### src/rtl/adc_bridge_pkg.sv
package adc_bridge_pkg;

  typedef enum logic {
    CAP_IDLE  = 1'b0,
    CAP_SHIFT = 1'b1
  } cap_state_t;

  // Low bit index of byte lane `lane` for lanes of width `lane_w`.
  function automatic int lane_lsb(input int lane, input int lane_w);
    return lane * lane_w;
  endfunction

endpackage

### src/rtl/avail_detect.sv
module avail_detect (
  input  logic clk,
  input  logic rst,
  input  logic busy_i,
  input  logic drdy_n_i,
  output logic avail_o,
  output logic avail_rise_o
);

  logic avail_q;

  assign avail_o      = !busy_i || !drdy_n_i;
  assign avail_rise_o = avail_o && !avail_q;

  always_ff @(posedge clk) begin
    if (rst) avail_q <= 1'b1;  // no start seen in the first cycle after reset
    else     avail_q <= avail_o;
  end

endmodule

### src/rtl/serial_capture.sv
module serial_capture
  import adc_bridge_pkg::*;
#(
  parameter int WORD_W = 32
) (
  input  logic              clk,
  input  logic              rst,
  input  logic              trig_i,
  input  logic              sdo_i,
  output logic              sclk_o,
  output logic              start_o,
  output logic              done_o,
  output logic [WORD_W-1:0] word_o
);

  localparam int CNT_W = $clog2(WORD_W);
  localparam logic [CNT_W-1:0] LAST = CNT_W'(WORD_W - 1);

  cap_state_t        state;
  logic [CNT_W-1:0]  bit_cnt;
  logic [WORD_W-1:0] shreg;

  function automatic logic [WORD_W-1:0] push_bit(input logic [WORD_W-1:0] w,
                                                 input logic b);
    return {w[WORD_W-2:0], b};
  endfunction

  assign sclk_o  = (state == CAP_SHIFT);
  assign start_o = trig_i && (state == CAP_IDLE);
  assign done_o  = (state == CAP_SHIFT) && (bit_cnt == LAST);
  assign word_o  = push_bit(shreg, sdo_i);

  always_ff @(posedge clk) begin
    if (rst) begin
      state   <= CAP_IDLE;
      bit_cnt <= '0;
      shreg   <= '0;
    end else begin
      unique case (state)
        CAP_IDLE: begin
          if (start_o) begin
            state   <= CAP_SHIFT;
            bit_cnt <= '0;
          end
        end
        CAP_SHIFT: begin
          shreg   <= word_o;
          bit_cnt <= bit_cnt + 1'b1;
          if (done_o) state <= CAP_IDLE;
        end
        default: state <= CAP_IDLE;
      endcase
    end
  end

endmodule

### src/rtl/word_hold.sv
module word_hold
  import adc_bridge_pkg::*;
#(
  parameter int WORD_W = 32,
  parameter int LANE_W = 8
) (
  input  logic                              clk,
  input  logic                              rst,
  input  logic                              load_i,
  input  logic                              clear_i,
  input  logic [WORD_W-1:0]                 din_i,
  input  logic [$clog2(WORD_W/LANE_W)-1:0]  addr_i,
  output logic [LANE_W-1:0]                 byte_o,
  output logic                              ready_o,
  output logic [WORD_W-1:0]                 held_o
);

  localparam int LANES = WORD_W / LANE_W;

  logic [WORD_W-1:0] held;
  logic [LANE_W-1:0] lane [LANES];

  for (genvar g = 0; g < LANES; g++) begin : g_lane
    assign lane[g] = held[lane_lsb(g, LANE_W) +: LANE_W];
  end

  assign byte_o = lane[addr_i];
  assign held_o = held;

  always_ff @(posedge clk) begin
    if (rst) begin
      held    <= '0;
      ready_o <= 1'b0;
    end else begin
      if (load_i) begin
        held    <= din_i;
        ready_o <= 1'b1;
      end else if (clear_i) begin
        ready_o <= 1'b0;
      end
    end
  end

endmodule

### src/rtl/adc_byte_bridge.sv
module adc_byte_bridge #(
  parameter int WORD_W = 32,
  parameter int LANE_W = 8
) (
  input  logic                             clk,
  input  logic                             rst,
  input  logic                             adc_busy_i,
  input  logic                             adc_drdy_n_i,
  input  logic                             adc_sdo_i,
  output logic                             adc_sclk_o,
  input  logic [$clog2(WORD_W/LANE_W)-1:0] rd_addr_i,
  output logic [LANE_W-1:0]                rd_byte_o,
  output logic                             data_avail_o,
  output logic                             word_ready_o
);

  logic              avail_rise;
  logic              cap_start;
  logic              cap_done;
  logic [WORD_W-1:0] cap_word;
  logic [WORD_W-1:0] hold_word;

  avail_detect u_avail (
    .clk          (clk),
    .rst          (rst),
    .busy_i       (adc_busy_i),
    .drdy_n_i     (adc_drdy_n_i),
    .avail_o      (data_avail_o),
    .avail_rise_o (avail_rise)
  );

  serial_capture #(.WORD_W(WORD_W)) u_cap (
    .clk     (clk),
    .rst     (rst),
    .trig_i  (avail_rise),
    .sdo_i   (adc_sdo_i),
    .sclk_o  (adc_sclk_o),
    .start_o (cap_start),
    .done_o  (cap_done),
    .word_o  (cap_word)
  );

  word_hold #(.WORD_W(WORD_W), .LANE_W(LANE_W)) u_hold (
    .clk     (clk),
    .rst     (rst),
    .load_i  (cap_done),
    .clear_i (cap_start),
    .din_i   (cap_word),
    .addr_i  (rd_addr_i),
    .byte_o  (rd_byte_o),
    .ready_o (word_ready_o),
    .held_o  (hold_word)
  );

endmodule

### config.mk
export PLATFORM = sky130hd
export DESIGN_NAME = adc_byte_bridge
export DESIGN_NICKNAME = d
export VERILOG_FILES = /design/src/rtl/adc_bridge_pkg.sv /design/src/rtl/avail_detect.sv /design/src/rtl/serial_capture.sv /design/src/rtl/word_hold.sv /design/src/rtl/adc_byte_bridge.sv
export SDC_FILE = /design/constraint.sdc
export NUM_CORES = 1
export LEC_CHECK = 0
export BUFFER_PORTS_ARGS = -buffer_cell sky130_fd_sc_hd__clkbuf_2
export CAP_MARGIN = 10
export CORE_ASPECT_RATIO = 0.6
export CORE_MARGIN = 2
export CORE_UTILIZATION = 45
export CTS_BUF_LIST = sky130_fd_sc_hd__clkbuf_16
export DETAILED_ROUTE_END_ITERATION = 12
export SLEW_MARGIN = 0
export SYNTH_ARGS = -nofsm -noshare
export SYNTH_HDL_FRONTEND = slang
export SYNTH_SLANG_ARGS = --single-unit
### constraint.sdc
create_clock -name clk -period 2.3 [get_ports clk]
set_input_delay 0.115 -clock clk [delete_from_list [all_inputs] [get_ports clk]]
set_output_delay 0.115 -clock clk [all_outputs]
set_load 0.05 [all_outputs]
==> results.json <==
{
  "grt_pass1_vias": 1762,
  "slew_headroom": 0.651,
  "syn_nets": 292,
  "die_width_um": 105,
  "cpMostUsedCell": "ha_1",
  "grt_pass1_wl_mm": 9.11,
  "post-cts-setup-buffers": 0,
  "grt_setup_unrepaired": "no",
  "syn_area_per_cell_sq_um": 9.67,
  "vias": 1888,
  "cts_tree": "done",
  "synth-edff-count": 0,
  "clk_path_buf_depth": 2,
  "endpoint_kind": "flip-flop",
  "num_antenna_cells": 0,
  "yosys.area.top_type": "dfxtp_1",
  "synth_top_flop_cell": "dfxtp_1",
  "synthArstFlopShare": 0,
  "finalSetupTns_ns": 0,
  "min_period_ns": 1.70,
  "total_power_mw": 2.64,
  "hpwl_mm": 3.42,
  "multi_input_area_sq_um": 1200,
  "dieArea_sq_um": 6720,
  "cts_buffers": 9,
  "cts_hold_buf": 0,
  "syn_inst": 282,
  "row_count": 21,
  "synthTopCellsByArea": "dfxtp_1 52%, mux2i_1 11%, nand2_1 9.1%",
  "syn_to_final_growth_pct": 14.8,
  "cpMaxStageDelayCell": "dfxtp_1",
  "clock_sinks": 71,
  "hp-class": "in -> reg",
  "start_util": 0.478,
  "maxSlewViolCount": 0,
  "firstDrtPassIters": 4,
  "wl_per_cell_um": 14.0,
  "path_buf_inv": 1,
  "grt_max_degree": 52,
  "cts_resized": 0,
  "pwr_density_cell_nw_per_um2": 843,
  "grt_usage": 0.180,
  "synth_common_cells": "71 x dfxtp_1, 66 x nand2_1, 34 x a21oi_1",
  "io_buffers": 17,
  "setup-violations-final": 0,
  "clk_latency_ns": 0.32,
  "fill_cells": 539,
  "hold_violations": 0,
  "crit_fanout": 33,
  "cp_top_family": "simple AND/OR/NAND/NOR gates",
  "htreeDepth": 3,
  "synth_top_area_frac": 0.521,
  "drive_above_1_share": 0.167,
  "critPathLaunchType": "flip-flop",
  "vdd_drop_max_uv": 463,
  "final_nets": 305,
  "ys_ff_latch": 71,
  "wirelength_mm": 5.30,
  "arrival_ns": 1.95,
  "root_buffer": "clkbuf_16",
  "drc_errors": 0,
  "drtAntennaViolNets": 0,
  "clkTransAtPathRegs_ns": 0.05,
  "overflow": 0,
  "grt_antenna_before_repair": 0,
  "crit_chain": "ha_1, and3_1, ha_1, and2_1, buf_4, nand2_1, a21oi_1",
  "maxCapViolCount": 0,
  "netlist_area_sq_um": 2730,
  "place_congestion": 0.737,
  "fmax_ghz": 0.588,
  "yosys_warnings": 0,
  "ys_seq_area_frac": 0.521,
  "status": "finished clean",
  "fin_skew_ns": 0.00319,
  "die_h_um": 64.3,
  "synth_cell_types": 23,
  "tightest_slew_ns": 0.523,
  "fin_crit_sh": 0.740,
  "core_area_sq_um": 5700,
  "regArea_sq_um": 1420,
  "crit_type": "reg -> reg",
  "drtIter0Drc": 87,
  "via_per_inst": 4.98,
  "leakage_nw": 1.13,
  "ios": 18,
  "yosysMostFrequentCell": "dfxtp_1",
  "crit_required_ns": 2.55,
  "critical_path.max_stage_delay_ns": 0.36
}
[area by class of cell]
class                           instances  share of cell area
Timing Repair Buffer                   22              0.0392
Multi-Input combinational cell        191               0.383
Clock inverter                          6              0.0200
Tap cell                               80              0.0320
Clock buffer                            9              0.0719
Sequential cell                        71               0.454
[routing by layer]
layer  wire length (um)  GRT usage  vias up
met5                  0          0        -
met4                 27     0.0456        0
met3                280     0.0765        4
met2               2150      0.241       23
met1               2840      0.262      882
li1                   -          -      979
[state kept, by name (all words and copies together), names as in the netlist]
register	count
u_hold.ready_o	1
u_cap.bit_cnt	5
u_cap.shreg	31
u_cap.sclk_o	1
u_avail.avail_q	1
u_hold.held_o	32
[worst paths after layout]
check	start	to	slack (ns)	cells after the start
worst min register to register	u_hold.held_o[29]$_SDFFE_PP0P_	u_hold.held_o[29]$_SDFFE_PP0P_	0.45	2
worst min-delay path	adc_sdo_i	u_hold.held_o[0]$_SDFFE_PP0P_	0.04	3
worst max register to register	u_cap.bit_cnt[1]$_SDFFE_PP0P_	u_hold.held_o[4]$_SDFFE_PP0P_	0.60	7
worst max-delay path	u_cap.bit_cnt[1]$_SDFFE_PP0P_	u_hold.held_o[4]$_SDFFE_PP0P_	0.60	7
[report_power, final]
group          internal (mW)  switching (mW)  total (mW)
clock                  0.829           0.495        1.32
sequential              1.23         0.00385        1.24
combinational         0.0269          0.0510      0.0778
[cell usage in the layout, fill, tap and decap left out, types with 2 or more instances in the layout]
cell,count
mux2i_1,31
buf_4,5
a22o_1,4
mux4_2,8
dfxtp_1,70
nand2_1,66
clkinv_4,2
nor2_1,32
a21oi_1,34
clkinv_2,3
mux2_2,2
clkbuf_2,17
ha_1,3
clkbuf_16,9
[per-stage QoR]
stage                     cells   util  setup WS (ns)  instance area (sq um)  hold slack [ns]
after floorplan             282      -          0.729                   2730            0.251
after global placement      364  0.499          0.680                   2840            0.369
after detailed placement    364  0.499          0.598                   2840            0.376
after CTS                   379  0.549          0.583                   3130           0.0260
after global routing        379  0.549          0.413                   3130           0.0445
final                       379  0.549          0.599                   3130           0.0355
[kinds of logic after synthesis]
group | count (synthesis) | synth area share
AO/OA/AOI/OAI | 39 | 0.0784
adder cells (fa/ha/maj) | 3 | 0.0138
buffers and inverters | 20 | 0.0395
XOR/XNOR | 1 | 0.00321
multiplexers | 41 | 0.188
flip-flops | 71 | 0.521
AND/OR/NAND/NOR | 107 | 0.156
[tightest hold or removal path: cells and delay by family]
kind	cells	cell delay (ns)
AO/OA/AOI/OAI	1	0.05
AND/OR/NAND/NOR	1	0.06
buffers and inverters	1	0.09
No activity file was read; power rests on OpenSTA's default activity.
